### src/rtl/rio_pkg.sv
package rio_pkg;
  localparam int unsigned PORT_W = 8;
  localparam int unsigned CNT_W  = 4;
  localparam logic [3:0]  DEV_ID = 4'b0100;

  typedef enum logic [2:0] {
    ST_IDLE, ST_ADDR, ST_AACK, ST_WDAT, ST_WACK, ST_RDAT, ST_RACK
  } bus_state_e;

  // Address byte (7 address bits then R/W) matches this device
  function automatic logic addr_hit(input logic [7:0] rx, input logic [2:0] sel);
    return rx[7:1] == {DEV_ID, sel};
  endfunction

  // Bits that go from latched 0 to latched 1
  function automatic logic [PORT_W-1:0] rise_mask(input logic [PORT_W-1:0] old_v,
                                                  input logic [PORT_W-1:0] new_v);
    return new_v & ~old_v;
  endfunction

  // Reference after a write: pins already released keep their level, newly released expect 1
  function automatic logic [PORT_W-1:0] write_ref(input logic [PORT_W-1:0] pins,
                                                  input logic [PORT_W-1:0] old_latch);
    return (pins & old_latch) | ~old_latch;
  endfunction

  // Input change on any released pin
  function automatic logic change_seen(input logic [PORT_W-1:0] pins,
                                       input logic [PORT_W-1:0] ref_v,
                                       input logic [PORT_W-1:0] latch);
    return |((pins ^ ref_v) & latch);
  endfunction
endpackage

### src/rtl/rio_line_sync.sv
module rio_line_sync #(
  parameter int STAGES = 2
) (
  input  logic clk,
  input  logic rst_n,
  input  logic scl_i,
  input  logic sda_i,
  output logic sda_s,
  output logic scl_rise,
  output logic scl_fall,
  output logic start_evt,
  output logic stop_evt
);
  logic [STAGES-1:0] scl_chain;
  logic [STAGES-1:0] sda_chain;
  logic scl_s, scl_d, sda_d;

  always_ff @(posedge clk or negedge rst_n) begin
    if (!rst_n) begin
      scl_chain <= '1;
      sda_chain <= '1;
      scl_d     <= 1'b1;
      sda_d     <= 1'b1;
    end else begin
      scl_chain <= {scl_chain[STAGES-2:0], scl_i};
      sda_chain <= {sda_chain[STAGES-2:0], sda_i};
      scl_d     <= scl_s;
      sda_d     <= sda_s;
    end
  end

  assign scl_s     = scl_chain[STAGES-1];
  assign sda_s     = sda_chain[STAGES-1];
  assign scl_rise  = scl_s & ~scl_d;
  assign scl_fall  = ~scl_s & scl_d;
  assign start_evt = scl_s & scl_d & sda_d & ~sda_s;
  assign stop_evt  = scl_s & scl_d & ~sda_d & sda_s;
endmodule

### src/rtl/rio_bus_engine.sv
module rio_bus_engine
  import rio_pkg::*;
(
  input  logic              clk,
  input  logic              rst_n,
  input  logic              sda_s,
  input  logic              scl_rise,
  input  logic              scl_fall,
  input  logic              start_evt,
  input  logic              stop_evt,
  input  logic [2:0]        dev_sel,
  input  logic [PORT_W-1:0] rd_data,
  output logic              sda_pull,
  output logic              wr_evt,
  output logic [PORT_W-1:0] wr_data,
  output logic              rd_cap,
  output bus_state_e        state
);
  localparam logic [CNT_W-1:0] BYTE_BITS = CNT_W'(8);
  localparam logic [CNT_W-1:0] LAST_BIT  = CNT_W'(7);

  logic [CNT_W-1:0]  cnt_q;
  logic [7:0]        rx_q;
  logic [PORT_W-1:0] tx_q;
  logic              rw_q;

  assign rd_cap  = scl_rise & (((state == ST_AACK) & rw_q) | ((state == ST_RACK) & ~sda_s));
  assign wr_evt  = scl_rise & (state == ST_WACK);
  assign wr_data = rx_q;
  assign sda_pull = (state == ST_AACK) | (state == ST_WACK) | ((state == ST_RDAT) & ~tx_q[PORT_W-1]);

  always_ff @(posedge clk or negedge rst_n) begin
    if (!rst_n) begin
      state <= ST_IDLE;
      cnt_q <= '0;
      rx_q  <= '0;
      tx_q  <= '1;
      rw_q  <= 1'b0;
    end else if (start_evt) begin
      state <= ST_ADDR;
      cnt_q <= '0;
    end else if (stop_evt) begin
      state <= ST_IDLE;
    end else begin
      if (rd_cap) tx_q <= rd_data;
      unique case (state)
        ST_ADDR, ST_WDAT: begin
          if (scl_rise && cnt_q != BYTE_BITS) begin
            rx_q  <= {rx_q[6:0], sda_s};
            cnt_q <= cnt_q + CNT_W'(1);
          end else if (scl_fall && cnt_q == BYTE_BITS) begin
            if (state == ST_WDAT) begin
              state <= ST_WACK;
            end else if (addr_hit(rx_q, dev_sel)) begin
              state <= ST_AACK;
              rw_q  <= rx_q[0];
            end else begin
              state <= ST_IDLE;
            end
          end
        end
        ST_AACK: if (scl_fall) begin
          state <= rw_q ? ST_RDAT : ST_WDAT;
          cnt_q <= '0;
        end
        ST_WACK: if (scl_fall) begin
          state <= ST_WDAT;
          cnt_q <= '0;
        end
        ST_RDAT: if (scl_fall) begin
          if (cnt_q == LAST_BIT) begin
            state <= ST_RACK;
          end else begin
            tx_q  <= {tx_q[PORT_W-2:0], 1'b1};
            cnt_q <= cnt_q + CNT_W'(1);
          end
        end
        ST_RACK: begin
          if (scl_rise && sda_s) state <= ST_IDLE;
          else if (scl_fall) begin
            state <= ST_RDAT;
            cnt_q <= '0;
          end
        end
        default: ;
      endcase
    end
  end
endmodule

### src/rtl/rio_port.sv
module rio_port
  import rio_pkg::*;
#(
  parameter int STAGES = 2
) (
  input  logic              clk,
  input  logic              rst_n,
  input  logic [PORT_W-1:0] pin_i,
  input  logic              wr_evt,
  input  logic [PORT_W-1:0] wr_data,
  input  logic              rd_cap,
  output logic [PORT_W-1:0] pin_s,
  output logic [PORT_W-1:0] pull_dn,
  output logic [PORT_W-1:0] boost,
  output logic              irq
);
  logic [PORT_W-1:0] sync_q [STAGES];
  logic [PORT_W-1:0] latch_q, ref_q, boost_q;

  always_ff @(posedge clk or negedge rst_n) begin
    if (!rst_n) begin
      for (int i = 0; i < STAGES; i++) sync_q[i] <= '1;
    end else begin
      sync_q[0] <= pin_i;
      for (int i = 1; i < STAGES; i++) sync_q[i] <= sync_q[i-1];
    end
  end
  assign pin_s = sync_q[STAGES-1];

  always_ff @(posedge clk or negedge rst_n) begin
    if (!rst_n) begin
      latch_q <= '1;
      ref_q   <= '1;
      boost_q <= '0;
    end else if (wr_evt) begin
      latch_q <= wr_data;
      boost_q <= rise_mask(latch_q, wr_data);
      ref_q   <= write_ref(pin_s, latch_q);
    end else begin
      boost_q <= '0;
      if (rd_cap) ref_q <= pin_s;
    end
  end

  assign pull_dn = ~latch_q;
  assign boost   = boost_q;
  assign irq     = change_seen(pin_s, ref_q, latch_q);
endmodule

### src/rtl/rio8_expander.sv
module rio8_expander
  import rio_pkg::*;
#(
  parameter int SYNC_STAGES = 2
) (
  input  logic              clk,
  input  logic              rst_n,
  input  logic              scl_i,
  input  logic              sda_i,
  input  logic [2:0]        dev_sel_i,
  input  logic [PORT_W-1:0] pin_i,
  output logic              sda_pull_o,
  output logic [PORT_W-1:0] pin_pull_dn_o,
  output logic [PORT_W-1:0] pin_boost_o,
  output logic              irq_pull_o
);
  logic              sda_s, scl_rise, scl_fall, start_evt, stop_evt;
  logic              wr_evt, rd_cap;
  logic [PORT_W-1:0] wr_data, pin_s;
  bus_state_e        state_w;

  rio_line_sync #(.STAGES(SYNC_STAGES)) u_sync (
    .clk, .rst_n, .scl_i, .sda_i,
    .sda_s, .scl_rise, .scl_fall, .start_evt, .stop_evt
  );

  rio_bus_engine u_engine (
    .clk, .rst_n, .sda_s, .scl_rise, .scl_fall, .start_evt, .stop_evt,
    .dev_sel (dev_sel_i),
    .rd_data (pin_s),
    .sda_pull(sda_pull_o),
    .wr_evt, .wr_data, .rd_cap,
    .state   (state_w)
  );

  rio_port #(.STAGES(SYNC_STAGES)) u_port (
    .clk, .rst_n, .pin_i, .wr_evt, .wr_data, .rd_cap, .pin_s,
    .pull_dn(pin_pull_dn_o),
    .boost  (pin_boost_o),
    .irq    (irq_pull_o)
  );
endmodule

### config.mk
export PLATFORM = sky130hd
export DESIGN_NAME = rio8_expander
export DESIGN_NICKNAME = d
export VERILOG_FILES = /design/src/rtl/rio_pkg.sv /design/src/rtl/rio_line_sync.sv /design/src/rtl/rio_bus_engine.sv /design/src/rtl/rio_port.sv /design/src/rtl/rio8_expander.sv
export SDC_FILE = /design/constraint.sdc
export NUM_CORES = 1
export LEC_CHECK = 0
export BUFFER_PORTS_ARGS = -buffer_cell sky130_fd_sc_hd__buf_2
export CAP_MARGIN = 5
export CORE_ASPECT_RATIO = 1.5
export CORE_UTILIZATION = 58
export CTS_CLUSTER_DIAMETER = 120
export CTS_CLUSTER_SIZE = 28
export DETAILED_ROUTE_END_ITERATION = 10
export PLACE_DENSITY_LB_ADDON = 0.08
export SLEW_MARGIN = 20
export SYNTH_ARGS = -nofsm -noshare
export SYNTH_HDL_FRONTEND = slang
export SYNTH_SLANG_ARGS = --single-unit
### constraint.sdc
create_clock -name clk -period 2.4 [get_ports clk]
set_input_delay 0.72 -clock clk [delete_from_list [all_inputs] [get_ports clk]]
set_output_delay 0.72 -clock clk [all_outputs]
set_load 0.02 [all_outputs]
==> results.sh, run 1 <==
export IMPL_outcome="finished, violations left"
export IMPL_violations="setup timing"
export IMPL_hold_violations=0
export IMPL_clk_latency_ps=340
export IMPL_regToRegEndpoint="u_engine.rw_q"
export IMPL_fillers=356
export IMPL_final_antenna_net_count=0
export IMPL_drv_cap=0
export IMPL_coreArea_mm2=0.00493
export IMPL_wl_met1_um=2310
export IMPL_grt_pass1_vias=1992
export IMPL_seq_power_share=0.534
export IMPL_cp_start_kind="register"
export IMPL_cp_arrival_ps=1780
export IMPL_power_density_mw_per_mm2=834
export IMPL_drt_iter0_markers=90
export IMPL_r2r_cells=4
export IMPL_drt_drc_violations_left=0
export IMPL_pwr_share_comb=0.138
export IMPL_drv_slew=0
export IMPL_wire_per_inst_um=14.8
export IMPL_yosys_area_share_simple=0.111
export IMPL_place_inst=345
export IMPL_grt_usage=0.232
export IMPL_swShare=0.257
export IMPL_hold_buffers=0
export IMPL_multi_input_area_mm2=0.00112
export IMPL_syn_area_per_cell_um2=12.0
export IMPL_cp_required_ps=1680
export IMPL_cts_root_buf="clkbuf_8"
export IMPL_relSlewSlack=0.708
export IMPL_worst_clock_skew_ps=6.71
export IMPL_fin_crit_ps=2500
export IMPL_p_int_mw=2.20
export IMPL_reg2reg_slack_ps=480
export IMPL_synth_compound_area_frac=0.129
export IMPL_start_util=0.611
export IMPL_cp_end_kind="primary output"
export IMPL_synth_net_count=268
export IMPL_cts_made_buffers=9
export IMPL_async_flop_share=1.00
export IMPL_drive_gt1_frac=0.433
export IMPL_place_gp_congestion=0.784
export IMPL_clockBufferDepth=2
export IMPL_rows=31
export IMPL_clockPowerShare=0.328
export IMPL_die_h_um=90.2
export IMPL_synth_top_family_by_area="compound AO/OA/AOI/OAI gates"
export IMPL_routed_wl_um=5430
export IMPL_clkSlewWorstSetupHoldPaths_ps=70
export IMPL_ys_seq_area_frac=0.601
export IMPL_netlist_area_mm2=0.00301
export IMPL_power_switching_mw=0.762
export IMPL_crit_path_start="u_port.pin_s[1]"
export IMPL_hp_class="in -> async"
export IMPL_synthAdderAreaFrac=0.00831
export IMPL_irDropWorstVdd_mv=0.728
export IMPL_ys_ff_latch=70
export IMPL_final_core_util=0.722
export IMPL_synthXorXnorAreaFrac=0.0378
export IMPL_rsz0062_at_grt="yes"
export IMPL_yosysUniqueCellTypes=41
export IMPL_synth_cells=251
export IMPL_die_w_um=60.8
export IMPL_path_max_fanout=3
export IMPL_firstDrtPassIters=4
export IMPL_ys_flop_type="dfstp_2"
export IMPL_highest_layer="met4"
export IMPL_met2_length_um=2780
export IMPL_final_nets=312
export IMPL_die_area_mm2=0.00549
export IMPL_seqCellArea_mm2=0.00181
export IMPL_boundaryPins=33
export IMPL_final_cell_count_no_fill=366
export IMPL_synth_edf_count=0
export IMPL_place_hpwl_um=3840
export IMPL_portBuffers=32
export IMPL_area_growth_pct=18.2
export IMPL_synth_top_area_share=0.401
export IMPL_tightest_slew_ps=438
export IMPL_via_per_inst=5.45
export IMPL_setup_viol=1
export IMPL_grt_antenna_before_repair=0
export IMPL_cts_num_sinks=70
export IMPL_fmax_ghz=0.400
export IMPL_synth_area_leaders="dfstp_2 (40%), dfrtp_1 (20%), mux2_2 (3.7%), mux2i_1 (3.7%), xnor2_1 (3.5%)"
export IMPL_grt_overflow=0
export IMPL_cts_tree="built"
export IMPL_crit_type="reg -> out"
export IMPL_cp_endpoint="irq_pull_o"
export IMPL_worstReg2RegStart="u_sync.scl_d"
export IMPL_period_share=1.04
export IMPL_vias=1993
export IMPL_synth_mux_area_frac=0.0740
export IMPL_antennaDiodeCount=0
export IMPL_grt_pass1_wl_um=9250
export IMPL_met3_length_um=162
export IMPL_power_leakage_nw=1.47
export IMPL_yosys_warnings=0
export IMPL_htree_levels=3
export IMPL_grt_max_degree=38
export IMPL_setup_slack_ps=-103
export IMPL_synth_top_area_cell="dfstp_2"
## critical path: stages (launching register included)
cell     delay [ps]
dfstp_2         560
xnor2_2         110
o22ai_1          80
or4_4           540
buf_6           150
## cells in the mapped netlist, types with 4 or more instances
master	n
dfrtp_1	24
o22ai_1	5
dfstp_2	46
nand2_1	20
inv_1	12
a21oi_1	15
nand2b_1	4
o22a_1	8
nor2_1	7
mux2_2	10
mux2i_1	11
nand3_1	4
a31oi_1	4
clkbuf_1	5
and3_1	9
xnor2_1	12
o21ai_0	15
o21ai_1	5
## logic make-up (layout without fill, tap and decap cells)
logic type                 count (synthesis)  after routing
and+or+nand+nor                           61             61
AOI/OAI and AO/OA                         60             60
muxes                                     21             21
DFF                                       70             70
adders and majority gates                  2              2
xor gates and xnor gates                  13             13
buffers and inverters                     24             73
## through the flow
step	setup TNS (ps)	setup WS (ps)	hold WS [ps]	power [mW]	cell area, um^2
global placement	0	233	346	1.95	3270
floorplan	0	329	345	1.83	3010
finish	-103	-103	310	2.97	3560
CTS	-123	-123	321	2.98	3530
detailed placement	0	217	347	1.97	3270
global route	-164	-164	340	3.10	3560
## power groups by stage
stage,Sequential [mW],Combinational [mW],Clock (mW)
2_1_floorplan,1.54,0.300,0
3_3_place_gp,1.58,0.365,0
3_5_place_dp,1.59,0.379,0
4_1_cts,1.57,0.402,0.999
5_1_grt,1.60,0.456,1.04
6_report,1.58,0.410,0.972
## per-layer routing
layer | vias to the layer above | GRT usage
li1 | 968 | -
met4 | 0 | 0.133
met3 | 14 | 0.0446
met2 | 45 | 0.365
met5 | - | 0
met1 | 966 | 0.288
## flip-flops by register name (all words and copies together) (netlist names)
| signal | flops |
|---|---|
| u_engine.tx_q | 8 |
| u_engine.wr_data | 8 |
| u_port.boost | 8 |
| u_port.latch_q | 8 |
| u_port.pin_s | 8 |
| u_port.ref_q | 8 |
| u_port.sync_q | 8 |
| u_engine.cnt_q | 4 |
| u_engine.state | 3 |
| u_sync.scl_chain | 2 |
| u_sync.sda_chain | 2 |
| u_engine.rw_q | 1 |
| u_sync.scl_d | 1 |
| u_sync.sda_d | 1 |
## worst min-delay path by stage
stage	startpoint	end
finish	rst_n	u_port.boost[5]
detailed placement	u_sync.scl_chain[0]	u_sync.scl_chain[1]
global placement	u_sync.scl_chain[0]	u_sync.scl_chain[1]
floorplan	u_port.sync_q[8]	u_port.pin_s[0]
global route	rst_n	u_port.boost[7]
CTS	rst_n	u_port.boost[5]
## cell type report
cell class | instances | area share
repair buffers | 45 | 0.0812
well taps | 66 | 0.0232
clock buffers | 12 | 0.0436
clock inverters | 4 | 0.0151
multi-input cells | 157 | 0.316
inverters | 12 | 0.0127
flip-flops and latches | 70 | 0.508
## repair_timing
item | CTS | global route
buffers inserted | 4 | 1
cloned | 0 | 0
pin swaps | 3 | 5
gates resized for setup | 4 | 3
endpoints found under the setup margin | 1 | 1
## layout by cell type, fill, tap and decap left out, types with 2 or more instances in the layout
| master | instances |
|---|---|
| nor2_1 | 7 |
| dfrtp_1 | 24 |
| nand2_1 | 20 |
| inv_1 | 12 |
| o22ai_1 | 5 |
| buf_4 | 11 |
| nand3_1 | 4 |
| dfstp_2 | 46 |
| nand3b_1 | 2 |
| o21ai_2 | 2 |
| xnor2_2 | 4 |
| clkinvlp_4 | 2 |
| ha_1 | 2 |
| clkbuf_8 | 11 |
| buf_2 | 31 |
| and3_1 | 9 |
| o21ai_0 | 15 |
| or2_2 | 2 |
| a31oi_1 | 4 |
| xnor2_1 | 8 |
| mux2_2 | 10 |
| o21ai_1 | 5 |
| nor2b_1 | 3 |
| o22a_1 | 8 |
| buf_12 | 2 |
| nand4b_1 | 2 |
| mux2i_1 | 11 |
| nand2b_1 | 4 |
| a21oi_1 | 15 |
Power figures use the tool's default switching activity.
==> inputs of run 2 (changes only) <==
Settings changed: RECOVER_POWER set to 100, SYNTH_HIERARCHICAL set to 1.
==> results.sh, run 2 <==
export IMPL_worstReg2RegStart="u_sync/scl_d"
export IMPL_syn_area_per_cell_um2=11.5
export IMPL_drv_cap=1
export IMPL_vias=2205
export IMPL_synth_top_area_cell="dfstp_2"
export IMPL_via_per_inst=5.68
export IMPL_cp_required_ps=1680
export IMPL_synth_cells=273
export IMPL_crit_type="reg -> out"
export IMPL_final_core_util=0.699
export IMPL_clkSlewWorstSetupHoldPaths_ps=70
export IMPL_rows=32
export IMPL_grt_max_degree=71
export IMPL_fin_hold_ws_ps=356
export IMPL_synth_most_common_cell="dfstp_2"
export IMPL_clk_latency_ps=340
export IMPL_grt_usage=0.244
export IMPL_async_flop_share=1.00
export IMPL_die_w_um=62.2
export IMPL_clockBufferDepth=2
export IMPL_drt_drc_violations_left=0
export IMPL_synth_mux_area_frac=0.0504
export IMPL_synthXorXnorAreaFrac=0.0333
export IMPL_synth_edf_count=0
export IMPL_grt_pass1_vias=2189
export IMPL_cts_num_sinks=70
export IMPL_hp_class="reg -> reg"
export IMPL_outcome="finished, violations left"
export IMPL_boundaryPins=33
export IMPL_area_growth_pct=15.3
export IMPL_drt_iter0_markers=152
export IMPL_cts_made_buffers=9
export IMPL_portBuffers=32
export IMPL_period_share=1.04
export IMPL_seqCellArea_mm2=0.00181
export IMPL_path_max_fanout=2
export IMPL_place_area_mm2=0.00338
export IMPL_final_nets=332
export IMPL_synth_compound_area_frac=0.146
export IMPL_die_h_um=92.3
export IMPL_final_common_cell="dfstp_2"
export IMPL_start_util=0.606
export IMPL_post_place_ws_ps=220
export IMPL_relSlewSlack=-0.112
export IMPL_setup_viol=1
export IMPL_violations="capacitance limit, slew limit, setup timing"
export IMPL_setup_slack_ps=-99.7
export IMPL_synthAdderAreaFrac=0.00794
export IMPL_synth_net_count=290
export IMPL_die_area_mm2=0.00574
export IMPL_final_cell_mix="dfstp_2 (41), buf_2 (22), dfrtp_1 (22), inv_1 (20), nor2_1 (19)"
export IMPL_hold_buffers=0
export IMPL_yosysUniqueCellTypes=54
export IMPL_rsz0062_at_grt="yes"
export IMPL_antennaDiodeCount=0
export IMPL_synth_top_area_share=0.383
export IMPL_place_gp_congestion=0.810
export IMPL_cp_arrival_ps=1780
export IMPL_ys_seq_area_frac=0.574
export IMPL_fmax_ghz=0.400
export IMPL_cp_end_kind="primary output"
export IMPL_firstDrtPassIters=4
export IMPL_grt_pass1_wl_um=10400
export IMPL_design_area_mm2=0.00364
export IMPL_hold_violations=0
export IMPL_synth_area_leaders="dfstp_2 (38%), dfrtp_1 (19%), mux2_2 (3.9%), xnor2_1 (3.3%), inv_1 (2.4%)"
export IMPL_grt_antenna_before_repair=0
export IMPL_yosys_warnings=6
export IMPL_fillers=395
export IMPL_power_leakage_nw=1.57
export IMPL_drv_slew=71
export IMPL_cts_tree="built"
export IMPL_wire_per_inst_um=16.2
export IMPL_coreArea_mm2=0.00520
export IMPL_ys_ff_latch=70
export IMPL_drive_gt1_frac=0.369
export IMPL_worst_clock_skew_ps=5.84
export IMPL_tightest_slew_ps=1670
export IMPL_irDropWorstVdd_mv=0.903
export IMPL_yosys_area_share_simple=0.130
export IMPL_grt_overflow=0
export IMPL_min_from="u_port/sync_q[9]"
export IMPL_synth_top_family_by_area="compound AO/OA/AOI/OAI gates"
export IMPL_crit_path_start="u_port/pin_s[3]"
export IMPL_routed_wl_um=6300
export IMPL_netlist_area_mm2=0.00315
export IMPL_htree_levels=3
export IMPL_multi_input_area_mm2=0.00117
export IMPL_power_density_mw_per_mm2=1130
export IMPL_fin_crit_ps=2500
export IMPL_final_antenna_net_count=0
export IMPL_place_hpwl_um=4370
export IMPL_cts_root_buf="clkbuf_8"
export IMPL_ys_flop_type="dfstp_2"
export IMPL_cp_start_kind="register"
export IMPL_synthTopCellsByCount="dfstp_2 (46), dfrtp_1 (24), inv_1 (20)"
[run 2: what timing repair did]
item                                    CTS  global route
pin swaps                                 5             0
buffers inserted                          5             0
endpoints found under the setup margin    1             2
gates resized for setup                   3             4
[run 2: cells by family after synthesis]
| family | after synthesis |
|---|---|
| compound gates | 64 |
| mux | 14 |
| fa+ha+maj | 2 |
| buf+inv | 37 |
| simple gates | 74 |
| flops | 70 |
| xor+xnor | 12 |
[run 2: report_power, final]
group / internal [mW] / switching, mW
Sequential: 1.58 / 0.287
Clock: 0.690 / 0.405
Combinational: 0.559 / 0.598
Total: 2.83 / 1.29
[run 2: final cells by class]
class                      instances  share of cell area
clock buffer                      12              0.0372
clock inverter                     4              0.0262
inverter                          20              0.0206
multi-input combinational        166               0.321
sequential                        70               0.498
tap                               68              0.0234
timing repair buffer              48              0.0733
[run 2: worst max-delay path, stage by stage, from the launching register on]
cell	delay [ps]
dfstp_2	540
xnor2_1	130
o22ai_1	100
or4_1	530
buf_6	150
[run 2: metrics by stage]
stage               instances  power (mW)  TNS (ps)
floorplan                 273        2.68         0
global placement          367        2.96         0
detailed placement        367        2.98         0
CTS                       388        4.14      -117
global route              388        4.36      -169
finish                    388        4.12     -99.7
[run 2: worst paths after layout]
| path | end | slack [ps] | cells past startpoint |
|---|---|---|---|
| worst max-delay path | irq_pull_o | -100 | 4 |
| worst min-delay path | u_port/pin_s[1] | 360 | 0 |
| worst max register to register | u_engine/cnt_q[1] | 290 | 7 |
| worst min register to register | u_port/pin_s[1] | 360 | 0 |
| max in group asynchronous | u_engine/state[2] | 390 | 2 |
| min in group asynchronous | u_port/boost[2] | 890 | 2 |
[run 2: routing by layer]
layer | vias to the layer above | routed length (um) | GRT usage
met1 | 1104 | 2560 | 0.279
met3 | 14 | 211 | 0.0727
met2 | 46 | 3380 | 0.412
li1 | 1041 | - | -
met4 | 0 | 159 | 0.128
met5 | - | 0 | 0
==> inputs of run 3 (changes only) <==
Settings changed: ABC_AREA set to 1, CORE_UTILIZATION 58 to 59.
==> results.sh, run 3 <==
export IMPL_grt_antenna_before_repair=0
export IMPL_synthTopCellsByCount="nand2_1 (94), inv_1 (74), nor2_1 (48)"
export IMPL_fillers=541
export IMPL_fin_setup_tns_ps=0
export IMPL_place_area_mm2=0.00370
export IMPL_outcome="complete, no violations"
export IMPL_final_common_cell="nand2_1"
export IMPL_start_util=0.615
export IMPL_cp_end_kind="primary output"
export IMPL_crit_type="reg -> out"
export IMPL_htree_levels=3
export IMPL_netlist_area_mm2=0.00356
export IMPL_die_h_um=97.1
export IMPL_routed_wl_um=6860
export IMPL_final_antenna_net_count=0
export IMPL_antennaDiodeCount=0
export IMPL_fin_crit_ps=2230
export IMPL_coreArea_mm2=0.00579
export IMPL_final_cell_mix="nand2_1 (98), inv_1 (75), nor2_1 (49), dfstp_2 (43), dfrtp_1 (24)"
export IMPL_met2_length_um=3570
export IMPL_ctsResizeCount=0
export IMPL_drt_iter0_markers=129
export IMPL_clkSlewWorstSetupHoldPaths_ps=70
export IMPL_design_area_mm2=0.00380
export IMPL_cp_arrival_ps=1510
export IMPL_grt_usage=0.250
export IMPL_worst_clock_skew_ps=5.37
export IMPL_relSlewSlack=0.392
export IMPL_drt_drc_violations_left=0
export IMPL_met3_length_um=188
export IMPL_cp_required_ps=1680
export IMPL_highest_layer="met4"
export IMPL_rsz0062_at_grt="no"
export IMPL_cts_tree="built"
export IMPL_cp_start_kind="register"
export IMPL_portBuffers=32
export IMPL_vias=2556
export IMPL_clk_latency_ps=350
export IMPL_rows=34
export IMPL_hold_buffers=0
export IMPL_grt_pass1_wl_um=11700
export IMPL_synth_edf_count=0
export IMPL_min_path_cells=0
export IMPL_clockBufferDepth=2
export IMPL_cts_made_buffers=9
export IMPL_ys_ff_latch=70
export IMPL_synth_top_area_share=0.340
export IMPL_path_max_fanout=6
export IMPL_hold_violations=0
export IMPL_synth_most_common_cell="nand2_1"
export IMPL_hp_class="reg -> reg"
export IMPL_cts_num_sinks=70
export IMPL_yosys_warnings=6
export IMPL_firstDrtPassIters=4
export IMPL_ys_flop_type="dfstp_2"
export IMPL_die_area_mm2=0.00635
export IMPL_boundaryPins=33
export IMPL_post_cts_setup_buffers=0
export IMPL_r2r_cells=7
export IMPL_area_growth_pct=6.79
export IMPL_drv_cap=0
export IMPL_power_density_mw_per_mm2=1110
export IMPL_grt_overflow=0
export IMPL_die_w_um=65.4
export IMPL_power_leakage_nw=1.86
export IMPL_setup_viol=0
export IMPL_cts_root_buf="clkbuf_8"
export IMPL_synth_area_leaders="dfstp_2 (34%), dfrtp_1 (17%), nand2_1 (9.9%), inv_1 (7.8%), nor2_1 (5.1%)"
export IMPL_irDropWorstVdd_mv=0.727
export IMPL_wire_per_inst_um=13.2
export IMPL_final_nets=460
export IMPL_place_gp_congestion=0.886
export IMPL_fmax_ghz=0.448
export IMPL_synth_top_area_cell="dfstp_2"
export IMPL_period_share=0.930
export IMPL_tightest_slew_ps=911
export IMPL_grt_pass1_vias=2574
export IMPL_via_per_inst=4.92
export IMPL_drv_slew=0
export IMPL_yosysUniqueCellTypes=33
export IMPL_drive_gt1_frac=0.237
export IMPL_async_flop_share=1.00
export IMPL_place_hpwl_um=5110
export IMPL_wl_met1_um=2960
export IMPL_ys_seq_area_frac=0.509
export IMPL_synth_cells=414
export IMPL_synth_net_count=431
export IMPL_syn_area_per_cell_um2=8.59
export IMPL_grt_max_degree=36
==> run 3: report_power, final <==
part | switching (mW) | total [mW] | internal (mW) | leakage [nW]
Combinational | 0.886 | 1.37 | 0.487 | 0.957
Sequential | 0.289 | 1.91 | 1.62 | 0.797
Clock | 0.440 | 0.943 | 0.504 | 0.102
Total | 1.61 | 4.23 | 2.61 | 1.86
==> run 3: final timing paths <==
path | endpoint | from | slack, ps
worst max-delay path | sda_pull_o | u_engine/state[2] | 170
worst min-delay path | u_port/pin_s[2] | u_port/sync_q[10] | 360
worst max register to register | u_port/ref_q[5] | u_sync/scl_chain[1] | 290
worst min register to register | u_port/pin_s[2] | u_port/sync_q[10] | 360
max in group asynchronous | u_port/boost[7] | rst_n | 590
min in group asynchronous | u_engine/cnt_q[1] | rst_n | 470
==> run 3: cell families after synthesis <==
| family | Yosys count | synth area share |
|---|---|---|
| AND/OR/NAND/NOR | 198 | 0.264 |
| buffers and inverters | 98 | 0.128 |
| flip-flops | 70 | 0.509 |
| AO/OA/AOI/OAI | 44 | 0.0873 |
| XOR/XNOR | 2 | 0.00493 |
| adder cells (fa/ha/maj) | 2 | 0.00704 |
==> run 3: worst max-delay path, cell delays in order (launching register included) <==
cell      delay, ps
dfrtp_1         490
inv_2           150
nand2_4         110
nand3_1         120
o21ai_0         100
clkbuf_2        190
==> run 3: routing by layer <==
| layer | global-route usage | up-vias |
|---|---|---|
| met1 | 0.290 | 1185 |
| met3 | 0.0681 | 12 |
| met4 | 0.109 | 0 |
| li1 | - | 1325 |
| met2 | 0.423 | 34 |
| met5 | 0 | - |
==> run 3: area by class of cell <==
type / instances / area, um^2 / area share
Clock buffer: 10 / 138 / 0.0362
Clock inverter: 6 / 61.3 / 0.0161
Inverter: 81 / 307 / 0.0807
Multi-Input combinational cell: 246 / 1240 / 0.326
Sequential cell: 70 / 1810 / 0.476
Tap cell: 72 / 90.1 / 0.0237
Timing Repair Buffer: 35 / 156 / 0.0412
==> run 3: through the flow <==
step	worst slack (ps)	instances	hold slack (ps)	power [mW]	utilization
2_1_floorplan	552	414	345	3.04	-
3_3_place_gp	413	504	346	3.33	0.639
3_5_place_dp	396	504	347	3.38	0.639
4_1_cts	137	520	283	4.34	0.674
5_1_grt	38.0	520	358	4.55	0.656
6_report	168	520	356	4.23	0.656
